## src/rtl/hld_pkg.sv

```systemverilog
package hld_pkg;
  localparam int RIDX_W = 4;
  localparam int IMM_W  = 12;
  localparam int SH_W   = 2;

  typedef struct packed {
    logic              legal;
    logic [RIDX_W-1:0] rn;
    logic [RIDX_W-1:0] rt;
    logic [RIDX_W-1:0] rm;
    logic              use_rm;
    logic [SH_W-1:0]   shamt;
    logic [IMM_W-1:0]  imm;
    logic              add;
    logic              index;
    logic              wback;
    logic              literal;
  } hld_dec_t;

  typedef enum logic [1:0] {
    ST_IDLE = 2'd0,
    ST_REQ  = 2'd1,
    ST_RSP  = 2'd2
  } hld_state_e;
endpackage

```

## src/rtl/hld_dec_fixed.sv

```systemverilog
module hld_dec_fixed
  import hld_pkg::*;
(
  input  logic [31:0] iw,
  output hld_dec_t    dec
);
  logic fmt_hit, pre, up, wb_bit, imm_form, fmt_ok;

  always_comb begin
    fmt_hit  = (iw[27:25] == 3'b000) && iw[20] && (iw[7:4] == 4'hF);
    pre      = iw[24];
    up       = iw[23];
    imm_form = iw[22];
    wb_bit   = iw[21];
    fmt_ok   = imm_form || (iw[11:8] == 4'h0);

    dec         = '0;
    dec.rn      = iw[19:16];
    dec.rt      = iw[15:12];
    dec.rm      = iw[3:0];
    dec.use_rm  = !imm_form;
    dec.imm     = {4'h0, iw[11:8], iw[3:0]};
    dec.add     = up;
    dec.index   = pre;
    dec.wback   = !pre || wb_bit;
    dec.literal = (iw[19:16] == 4'hF);
    // P=0 with W=1 is a different operation; literal base may not be
    // updated and has no register-offset form.
    dec.legal   = fmt_hit && fmt_ok && !(!pre && wb_bit)
                  && !(dec.literal && (dec.wback || !imm_form));
  end
endmodule

```

## src/rtl/hld_dec_compact.sv

```systemverilog
module hld_dec_compact
  import hld_pkg::*;
(
  input  logic [31:0] iw,
  output hld_dec_t    dec
);
  logic is_short, is_wide;

  always_comb begin
    is_short = (iw[31:25] == 7'b0101111);
    is_wide  = (iw[31:24] == 8'hF9) && (iw[22:20] == 3'b011);

    dec = '0;
    if (is_short) begin
      dec.legal  = 1'b1;
      dec.rm     = {1'b0, iw[24:22]};
      dec.rn     = {1'b0, iw[21:19]};
      dec.rt     = {1'b0, iw[18:16]};
      dec.use_rm = 1'b1;
      dec.add    = 1'b1;
      dec.index  = 1'b1;
    end else if (is_wide) begin
      dec.rn    = iw[19:16];
      dec.rt    = iw[15:12];
      dec.index = 1'b1;
      if (iw[19:16] == 4'hF) begin
        dec.legal   = 1'b1;
        dec.literal = 1'b1;
        dec.imm     = iw[11:0];
        dec.add     = iw[23];
      end else if (iw[23]) begin
        dec.legal = 1'b1;
        dec.imm   = iw[11:0];
        dec.add   = 1'b1;
      end else if (iw[11:8] == 4'b1100) begin
        dec.legal = 1'b1;
        dec.imm   = {4'h0, iw[7:0]};
        dec.add   = 1'b0;
      end else if (iw[11] && iw[8]) begin
        dec.legal = 1'b1;
        dec.imm   = {4'h0, iw[7:0]};
        dec.add   = iw[9];
        dec.index = iw[10];
        dec.wback = 1'b1;
      end else if (iw[11:6] == 6'd0) begin
        dec.legal  = 1'b1;
        dec.use_rm = 1'b1;
        dec.rm     = iw[3:0];
        dec.shamt  = iw[5:4];
        dec.add    = 1'b1;
      end
    end
  end
endmodule

```

## src/rtl/hld_agen.sv

```systemverilog
module hld_agen
  import hld_pkg::*;
#(
  parameter int XLEN = 32
) (
  input  hld_dec_t        dec,
  input  logic [XLEN-1:0] base_val,
  input  logic [XLEN-1:0] index_val,
  input  logic [XLEN-1:0] pc,
  output logic [XLEN-1:0] eff_addr,
  output logic [XLEN-1:0] upd_base
);
  logic [XLEN-1:0] base, offset, sum;

  always_comb begin
    base     = dec.literal ? {pc[XLEN-1:2], 2'b00} : base_val;
    offset   = dec.use_rm ? (index_val << dec.shamt) : XLEN'(dec.imm);
    sum      = dec.add ? (base + offset) : (base - offset);
    eff_addr = dec.index ? sum : base;
    upd_base = sum;
  end
endmodule

```

## src/rtl/hld_unit.sv

```systemverilog
module hld_unit
  import hld_pkg::*;
#(
  parameter int XLEN = 32,
  parameter int HALF = 16
) (
  input  logic              clk,
  input  logic              rst_n,
  input  logic              issue_valid,
  output logic              issue_ready,
  input  logic [31:0]       instr,
  input  logic              compact_mode,
  input  logic              cond_pass,
  input  logic [XLEN-1:0]   pc,
  output logic [RIDX_W-1:0] rn_idx,
  output logic [RIDX_W-1:0] rm_idx,
  input  logic [XLEN-1:0]   rn_val,
  input  logic [XLEN-1:0]   rm_val,
  output logic              mem_req_valid,
  input  logic              mem_req_ready,
  output logic [XLEN-1:0]   mem_req_addr,
  input  logic              mem_rsp_valid,
  input  logic [HALF-1:0]   mem_rsp_data,
  output logic              rt_we,
  output logic [RIDX_W-1:0] rt_idx,
  output logic [XLEN-1:0]   rt_data,
  output logic              base_we,
  output logic [RIDX_W-1:0] base_idx,
  output logic [XLEN-1:0]   base_data,
  output logic              done,
  output logic              align_fault,
  output logic              undef_fault
);
  localparam int EXT_W = XLEN - HALF;

  // reset: asserted asynchronously, released on the clock
  logic rst_s1_q, rst_s2_q, rst_i_n;
  always_ff @(posedge clk or negedge rst_n) begin
    if (!rst_n) begin
      rst_s1_q <= 1'b0;
      rst_s2_q <= 1'b0;
    end else begin
      rst_s1_q <= 1'b1;
      rst_s2_q <= rst_s1_q;
    end
  end
  assign rst_i_n = rst_s2_q;

  hld_dec_t dec_fix, dec_cmp, dec;
  hld_dec_fixed   u_dec_fixed   (.iw(instr), .dec(dec_fix));
  hld_dec_compact u_dec_compact (.iw(instr), .dec(dec_cmp));
  assign dec    = compact_mode ? dec_cmp : dec_fix;
  assign rn_idx = dec.rn;
  assign rm_idx = dec.rm;

  logic [XLEN-1:0] eff_addr, upd_base;
  hld_agen #(.XLEN(XLEN)) u_agen (
    .dec(dec), .base_val(rn_val), .index_val(rm_val), .pc(pc),
    .eff_addr(eff_addr), .upd_base(upd_base)
  );

  hld_state_e        state_q, state_d;
  logic [XLEN-1:0]   addr_q, wbval_q;
  logic [RIDX_W-1:0] rt_q, rn_q;
  logic              wb_q;
  logic              skip_q, skip_d, af_q, af_d, uf_q, uf_d;
  logic              load_en, accept, finish;

  assign accept = issue_valid && (state_q == ST_IDLE);

  always_comb begin
    state_d = state_q;
    skip_d  = 1'b0;
    af_d    = 1'b0;
    uf_d    = 1'b0;
    load_en = 1'b0;
    case (state_q)
      ST_IDLE: if (accept) begin
        if (!cond_pass)       skip_d = 1'b1;
        else if (!dec.legal)  uf_d   = 1'b1;
        else if (eff_addr[0]) af_d   = 1'b1;
        else begin
          load_en = 1'b1;
          state_d = ST_REQ;
        end
      end
      ST_REQ:  if (mem_req_ready) state_d = ST_RSP;
      ST_RSP:  if (mem_rsp_valid) state_d = ST_IDLE;
      default: state_d = ST_IDLE;
    endcase
  end

  always_ff @(posedge clk or negedge rst_i_n) begin
    if (!rst_i_n) begin
      state_q <= ST_IDLE;
      skip_q  <= 1'b0;
      af_q    <= 1'b0;
      uf_q    <= 1'b0;
    end else begin
      state_q <= state_d;
      skip_q  <= skip_d;
      af_q    <= af_d;
      uf_q    <= uf_d;
    end
  end

  always_ff @(posedge clk or negedge rst_i_n) begin
    if (!rst_i_n) begin
      addr_q  <= '0;
      wbval_q <= '0;
      rt_q    <= '0;
      rn_q    <= '0;
      wb_q    <= 1'b0;
    end else if (load_en) begin
      addr_q  <= eff_addr;
      wbval_q <= upd_base;
      rt_q    <= dec.rt;
      rn_q    <= dec.rn;
      wb_q    <= dec.wback;
    end
  end

  assign finish        = (state_q == ST_RSP) && mem_rsp_valid;
  assign issue_ready   = (state_q == ST_IDLE);
  assign mem_req_valid = (state_q == ST_REQ);
  assign mem_req_addr  = addr_q;
  assign rt_we         = finish;
  assign rt_idx        = rt_q;
  assign rt_data       = {{EXT_W{mem_rsp_data[HALF-1]}}, mem_rsp_data};
  assign base_we       = finish && wb_q && (rn_q != rt_q);
  assign base_idx      = rn_q;
  assign base_data     = wbval_q;
  assign done          = finish || skip_q;
  assign align_fault   = af_q;
  assign undef_fault   = uf_q;


  req_hold_chk: assert property (@(posedge clk) disable iff (!rst_i_n)
    mem_req_valid && !mem_req_ready |=> mem_req_valid && $stable(mem_req_addr));

  even_addr_chk: assert property (@(posedge clk) disable iff (!rst_i_n)
    mem_req_valid |-> !mem_req_addr[0]);

  base_prio_chk: assert property (@(posedge clk) disable iff (!rst_i_n)
    base_we |-> (base_idx != rt_idx) && rt_we);

  skip_quiet_chk: assert property (@(posedge clk) disable iff (!rst_i_n)
    issue_valid && issue_ready && !cond_pass |=> done && !mem_req_valid && !rt_we);

  end_onehot_chk: assert property (@(posedge clk) disable iff (!rst_i_n)
    $onehot0({done, align_fault, undef_fault}));

  wb_after_grant_chk: assert property (@(posedge clk) disable iff (!rst_i_n)
    mem_req_valid && mem_req_ready |=> !mem_req_valid && !issue_ready);
endmodule

```

## config.mk

```make
export PLATFORM = sky130hd
export DESIGN_NAME = hld_unit
export DESIGN_NICKNAME = d
export VERILOG_FILES = /design/src/rtl/hld_pkg.sv /design/src/rtl/hld_dec_fixed.sv /design/src/rtl/hld_dec_compact.sv /design/src/rtl/hld_agen.sv /design/src/rtl/hld_unit.sv
export SDC_FILE = /design/constraint.sdc
export NUM_CORES = 1
export LEC_CHECK = 0
export BUFFER_PORTS_ARGS = -buffer_cell sky130_fd_sc_hd__buf_2
export CORE_AREA = 2 2 160 131
export CTS_CLUSTER_DIAMETER = 80
export DETAILED_ROUTE_END_ITERATION = 7
export DIE_AREA = 0 0 162 133
export GPL_TIMING_DRIVEN = 0
export PLACE_DENSITY = 0.65
export SKIP_LAST_GASP = 1
export SLEW_MARGIN = 10
export SYNTH_ARGS = -nofsm -noshare
export SYNTH_HDL_FRONTEND = slang
export SYNTH_SLANG_ARGS = --single-unit
```

## constraint.sdc

```tcl
create_clock -name clk -period 2.9 [get_ports clk]
set_clock_uncertainty 0.15 [all_clocks]
set_input_delay 0.58 -clock clk [delete_from_list [all_inputs] [get_ports clk]]
set_output_delay 0.58 -clock clk [all_outputs]
set_load 0.02 [all_outputs]
```

Word level (Yosys, flattened, before mapping)

Cells that the tools add are included.
W data, S select, Z words.

$add $sub $neg: 2
Multipliers: 0
Div/mod/pow operators: 0
$lt $le $gt $ge: 0
Eq/ne operators: 15
Shifts and indexed selects: 1
Multiplexer cells: 54
Bitwise logic cells: 0
Reductions and logical operators: 26

Operators with widths:

| kind                 | count |
|---|---|
| $mux W32             | 6 |
| $mux W13             | 3 |
| $mux W7              | 5 |
| $add A32 B32 Y32     | 1 |
| $shl A32 B2 Y32      | 1 |
| $sub A32 B32 Y32     | 1 |
| $mux W14             | 2 |
| $mux W1              | 24 |
| $mux W2              | 12 |
| $logic_and A1 B1 Y1  | 13 |
| $eq A4 B4 Y1 const B | 3 |
| $eq A8 B8 Y1 const B | 1 |
| $mux W8              | 1 |
| $ne A2 B1 Y1 const B | 4 |
| $eq A7 B6 Y1 const B | 1 |
| $logic_not A6 Y1     | 1 |
| $pmux W2 S3          | 1 |
| $reduce_and A6 Y1    | 1 |
| $logic_not A1 Y1     | 4 |
| $logic_not A4 Y1     | 1 |
| $logic_or A1 B1 Y1   | 4 |
| $ne A2 B2 Y1 const B | 2 |
| $ne A4 B4 Y1         | 1 |
| $eq A3 B2 Y1 const B | 1 |
| other kinds (4)      | 4 |

Bits in registers: 80
Bits in latches: 0
Memory bits (writable): 0
ROM bits: 0
Input bits: 151
Output and inout bits: 119
Word-level logic and storage cells: 109
Memories: 0

Depth between registers and ports, before layout

Depth after elaboration: 19
Gate-level depth with buffers: 28

By module

From an unflattened synthesis, not the netlist that was laid out.

Cells, all modules: 1066
Area total of the unflattened synthesis: 9365.2 um^2

Modules (own cells, without submodules):

| module          | instances | cells an instance | area each (um^2) |
|---|---|---|---|
| hld_agen        | 1         | 697               | 4688.2 |
| hld_unit        | 1         | 261               | 3951.3 |
| hld_dec_compact | 1         | 66                | 429.2 |
| hld_dec_fixed   | 1         | 42                | 296.5 |

Worst setup path before layout

No wires, ideal clock.

Path kind: in2reg
Start point: input instr[25]
End point: register addr_q[31] (netlist: mem_req_addr[31])
Library setup time: 126 ps
Data arrival time: 6644 ps
Slack: -4021 ps
Stages: 26
Path buffers: 2
Path through: or3b_1 nor4_1 a31oi_1 nand2_1 clkbuf_1 clkbuf_1 nor2_1 a21oi_1 ha_1 inv_1 or4_1 or4_4 nor2_2 a21oi_1 xor2_1 ha_1 nand4_1 nor3_1 nand4_1 a41oi_1 o21ai_0 a21oi_1 o21ai_0 nor4b_2 a21o_1 o32a_1

Longest elaborated chain between the ends: 15
Elaborated cells between the ends (all ways): 27
Those cells by class: 2 x add/sub; 2 x eq/ne; 1 x shift; 15 x mux; 7 x reduce/logical

Ends and longest elaborated chain:

| what                                                        | RTL line              | source |
|---|---|---|
| from (decl)                                                 | hld_unit.sv:11        | `input logic [31:0] instr,` |
| $eq A8 B8 Y1                                                | hld_dec_compact.sv:11 | `is_wide = (iw[31:24] == 8'hF9) && (iw[22:20] == 3'b011);` |
| $logic_and A1 B1 Y1                                         | hld_dec_compact.sv:11 |  |
| $mux W32                                                    | hld_dec_compact.sv:22 | `end else if (is_wide) begin` |
| $mux W14                                                    | hld_dec_compact.sv:14 | `if (is_short) begin` |
| $mux W32 *                                                  | hld_unit.sv:52        | `assign dec = compact_mode ? dec_cmp : dec_fix;` |
| $shl A32 B2 Y32                                             | hld_agen.sv:17        | `offset = dec.use_rm ? (index_val << dec.shamt) : XLEN'(dec.imm);` |
| $mux W32                                                    | hld_agen.sv:17        |  |
| $sub A32 B32 Y32 / $add A32 B32 Y32 (equally long branches) | hld_agen.sv:18        | `sum = dec.add ? (base + offset) : (base - offset);` |
| $mux W32                                                    | hld_agen.sv:18        |  |
| $mux W32                                                    | hld_agen.sv:19        | `eff_addr = dec.index ? sum : base;` |
| $mux W1                                                     | hld_unit.sv:81        | `else if (eff_addr[0]) af_d = 1'b1;` |
| $mux W1                                                     | hld_unit.sv:80        | `else if (!dec.legal) uf_d = 1'b1;` |
| $mux W1                                                     | hld_unit.sv:79        | `if (!cond_pass) skip_d = 1'b1;` |
| $mux W1                                                     | hld_unit.sv:78        | `ST_IDLE: if (accept) begin` |
| $mux W1                                                     | hld_unit.sv:77        | `case (state_q)` |
| to (signal assigned)                                        | hld_unit.sv:115       | `addr_q <= eff_addr;` |
| to (decl)                                                   | hld_unit.sv:63        | `logic [XLEN-1:0] addr_q, wbval_q;` |

Every way passes the cells marked *; elsewhere a longest branch is shown, timed or not.
A chain may end at the register's enable or synchronous reset.

Worst setup path after layout

Start point: input instr[11]
End point: register addr_q[31] (netlist: mem_req_addr[31])

Longest elaborated chain between the ends: 19
Elaborated cells between the ends (all ways): 43
Those cells by class: 2 x add/sub; 1 x eq/ne; 1 x shift; 32 x mux; 7 x reduce/logical

Ends and longest elaborated chain:

| what                                                        | RTL line              | source |
|---|---|---|
| $logic_not A6 Y1                                            | hld_dec_compact.sv:45 | `end else if (iw[11:6] == 6'd0) begin` |
| $mux W7                                                     | hld_dec_compact.sv:45 |  |
| $mux W7                                                     | hld_dec_compact.sv:39 | `end else if (iw[11] && iw[8]) begin` |
| $mux W7                                                     | hld_dec_compact.sv:35 | `end else if (iw[11:8] == 4'b1100) begin` |
| $mux W7                                                     | hld_dec_compact.sv:31 | `end else if (iw[23]) begin` |
| $mux W7                                                     | hld_dec_compact.sv:26 | `if (iw[19:16] == 4'hF) begin` |
| $mux W32                                                    | hld_dec_compact.sv:22 |  |
| $mux W14                                                    | hld_dec_compact.sv:14 |  |
| [... 3 more ...]                                            | -                     |  |
| $sub A32 B32 Y32 / $add A32 B32 Y32 (equally long branches) | hld_agen.sv:18        |  |
| $mux W32                                                    | hld_agen.sv:18        |  |
| $mux W32                                                    | hld_agen.sv:19        |  |
| $mux W1                                                     | hld_unit.sv:81        |  |
| $mux W1                                                     | hld_unit.sv:80        |  |
| $mux W1                                                     | hld_unit.sv:79        |  |
| $mux W1                                                     | hld_unit.sv:78        |  |
| $mux W1                                                     | hld_unit.sv:77        |  |

Marked as above.

==> results.sh <==
export IMPL_syn_area_mm2=0.00786
export IMPL_antenna_found_initial=0
export IMPL_yosys_area_share_simple_pct=24.6
export IMPL_maxSlewHeadroom_pct=21.5
export IMPL_slowest_stage="or4_4"
export IMPL_wl_met1_mm=14.8
export IMPL_finalHoldViolCount=0
export IMPL_setup_tns_final_ps=-159840
export IMPL_min_path_type="reg2async"
export IMPL_grt_overflow_total=0
export IMPL_max_clock_freq_mhz=159
export IMPL_synth_fp_nets=1202
export IMPL_synth_top_family_by_area="simple AND/OR/NAND/NOR gates"
export IMPL_h_tree_depth=3
export IMPL_peakVddDrop_uv=384
export IMPL_tightest_slew_ps=1170
export IMPL_period_minus_slack_ps=6310
export IMPL_cp_common_cell="or4_4"
export IMPL_required_ps=2980
export IMPL_die_width_um=162
export IMPL_mostFrequentLayoutCells="246 x buf_2, 169 x nand2_1, 125 x buf_4, 79 x dfrtp_1, 68 x nor2_1"
export IMPL_fin_nets=1564
export IMPL_synth_edf_count=0
export IMPL_synthCells=1011
export IMPL_setup_ws_ps=-3410
export IMPL_final_common_cell="buf_2"
export IMPL_outcome="finished, violations left"
export IMPL_slew_violations=0
export IMPL_crit_type="in2reg"
export IMPL_initial_core_util_pct=39.1
export IMPL_numClockSinks=80
export IMPL_rsz0062_at_grt="yes"
export IMPL_path_delay_family="simple AND/OR/NAND/NOR gates"
export IMPL_dp_slack_ps=-4360
export IMPL_dpl_hpwl_mm=24.8
export IMPL_seq_area_mm2=0.00201
export IMPL_numCtsBuffers=9
export IMPL_vias=9434
export IMPL_fin_crit_sh_pct=217
export IMPL_path_cells="buf_8 -> or4_4 -> or4_4 -> buf_12 -> nor2_8 -> nor3_4 -> a221o_1 -> a21o_1 -> or3_4 -> or4_4 -> nor2_4 -> a21oi_2 -> xor2_2 -> ha_1 -> nand4_1 -> nor3_2 -> nand4_1 -> a41oi_2 -> o21ai_2 -> a21oi_2 -> o21ai_2 -> nor4b_2 -> a21o_1 -> o32a_1"
export IMPL_wl_mm=33.8
export IMPL_seq_area_frac_synth_pct=25.5
export IMPL_synth_fa_ha_area_share_pct=6.46
export IMPL_port_buffers=249
export IMPL_wl_met3_mm=2.97
export IMPL_io_pins=270
export IMPL_ys_warn_count=0
export IMPL_p_per_area_mw_per_mm2=553
export IMPL_start_kind="input port"
export IMPL_synth_compound_area_share_pct=22.2
export IMPL_die_h_um=133
export IMPL_synthTopCellsByArea="dfrtp_1 25%, nand2_1 8.4%, ha_1 6.2%"
export IMPL_dr_pass1_iters=6
export IMPL_synth_xor_area_share_pct=6.68
export IMPL_cts_root_buf="clkbuf_16"
export IMPL_ys_types=72
export IMPL_area_growth_pct=51.6
export IMPL_multi_input_area_mm2=0.00637
export IMPL_routedWlPerCell_um=20.5
export IMPL_grt_max_degree=50
export IMPL_wl_met2_mm=15.1
export IMPL_cts_tree="built"
export IMPL_gr_usage_all_layers_pct=29.9
export IMPL_drive_above_1_share_pct=46.7
export IMPL_drc=0
export IMPL_top_layer="met4"
export IMPL_drt_vias_per_instance=5.73
export IMPL_synth_ff_type="dfrtp_1"
export IMPL_num_rows=47
export IMPL_crit_arrival_ps=6390
export IMPL_n_fill_cell=1823
export IMPL_yosysTopAreaCell="dfrtp_1"
export IMPL_place_gp_congestion=0.936
export IMPL_cts_clk_slew_worst_paths_ps=70
export IMPL_max_cap_violations=0
export IMPL_grt_pass1_wl_mm=49.8
export IMPL_critPathMaxFanout=5
export IMPL_drt_iter0_markers=927
export IMPL_async_reset_ff_share_pct=100
export IMPL_violations="setup timing"
export IMPL_path_buf_inv=2
export IMPL_clockBufferDepth=2
export IMPL_synthMuxAreaShare_pct=7.72
export IMPL_ys_seq_elements=80
export IMPL_first_global_vias=8816
export IMPL_n_antenna_cell=0
export IMPL_drtAntennaViolNets=0
export IMPL_avgSynthCellArea_um2=7.78
export IMPL_setup_violations=83
export IMPL_worstSkewPairLatency_ps=360
export IMPL_core_area_mm2=0.0201
export IMPL_p_leak_nw=5.58
export IMPL_crit_path_end_kind="flop"
export IMPL_slowest_delay_ps=600
export IMPL_synth_top_cell_area_share_pct=25.5
export IMPL_die_area_mm2=0.0215
==> metal layers <==
metal  GRT usage, %  up-vias
met4           8.75        0
li1               -     4327
met3           5.74       82
met2           46.7      521
met1           42.1     4504
met5              0        -
==> final timing paths <==
path / endpoint / slack, ps / depth (start not counted) / from
max: mem_req_addr[31] / -3410 / 24 / instr[11]
min: state_q[1] / 120 / 0 / rst_i_n
max reg2reg: base_data[24] / 360 / 7 / state_q[1]
min reg2reg: state_q[1] / 120 / 0 / rst_i_n
max in group asynchronous: mem_req_addr[22] / 1870 / 1 / rst_i_n
min in group clk: rst_i_n / 200 / 0 / rst_s1_q
==> cells by family after synthesis <==
group | Yosys count
other | 1
flip-flops | 80
multiplexers | 56
XOR/XNOR | 60
AND/OR/NAND/NOR | 397
buffers and inverters | 102
AO/OA/AOI/OAI | 275
adder cells (fa/ha/maj) | 40
==> power breakdown <==
part           leakage [nW]  total (mW)  internal (mW)  switching (mW)
Clock                 0.133        1.14          0.615           0.525
Sequential            0.991        1.75           1.50           0.247
Combinational          4.46        3.70           1.57            2.13
Total                  5.58        6.59           3.69            2.90
==> timing repair <==
action | 4_1_cts | 5_1_grt
pin swaps | 80 | 61
hold endpoints to repair | 2 | 0
gates resized for setup | 125 | 100
endpoints found under the setup margin | 83 | 83
cloned | 2 | 0
hold buffers | 1 | 0
buffers inserted | 79 | 25
==> cell type report <==
type | instances | share of cell area [%]
multi-input cells | 829 | 53.5
flip-flops and latches | 80 | 16.8
plain buffers | 82 | 5.45
repair buffers | 353 | 18.4
inverters | 18 | 0.588
clock inverters | 6 | 0.431
clock buffers | 10 | 2.01
well taps | 269 | 2.83
==> synthesized netlist by cell type (19+ instances only) <==
master and n:
a31oi_1 21, nand3_1 25, a21oi_1 87, xnor2_1 42, nand2_1 176, o21ai_0 54, mux2_2 37, nor2_1 77
buf_4 40, mux2i_1 19, clkbuf_1 37, dfrtp_1 80, ha_1 39
==> metrics by stage <==
stage | utilization [%] | hold slack, ps | cells | total power, mW | cell area (um2)
2_1_floorplan | - | 134 | 1011 | 3.67 | 8210
3_3_place_gp | 48.7 | 185 | 1529 | 4.63 | 9790
3_5_place_dp | 48.8 | 131 | 1530 | 4.67 | 9820
4_1_cts | 56.5 | 137 | 1626 | 6.27 | 11400
5_1_grt | 59.2 | 167 | 1647 | 6.93 | 11900
6_report | 59.2 | 116 | 1647 | 6.59 | 11900
==> worst register-to-register path, cell delays in order, from the launching register on <==
cell      delay, ps
dfrtp_1         400
nor2_1          250
nand3_1         250
nor4_4          450
buf_4           270
clkbuf_1        460
nand2_1         140
nand2_1          90
==> registers in the layout, summed over array words and instances (netlist names) <==
name          flops
mem_req_addr     32
rt_idx            4
skip_q            1
undef_fault       1
rst_i_n           1
rst_s1_q          1
wb_q              1
base_idx          4
align_fault       1
state_q           2
base_data        32
(Power assumes the default switching activity.)
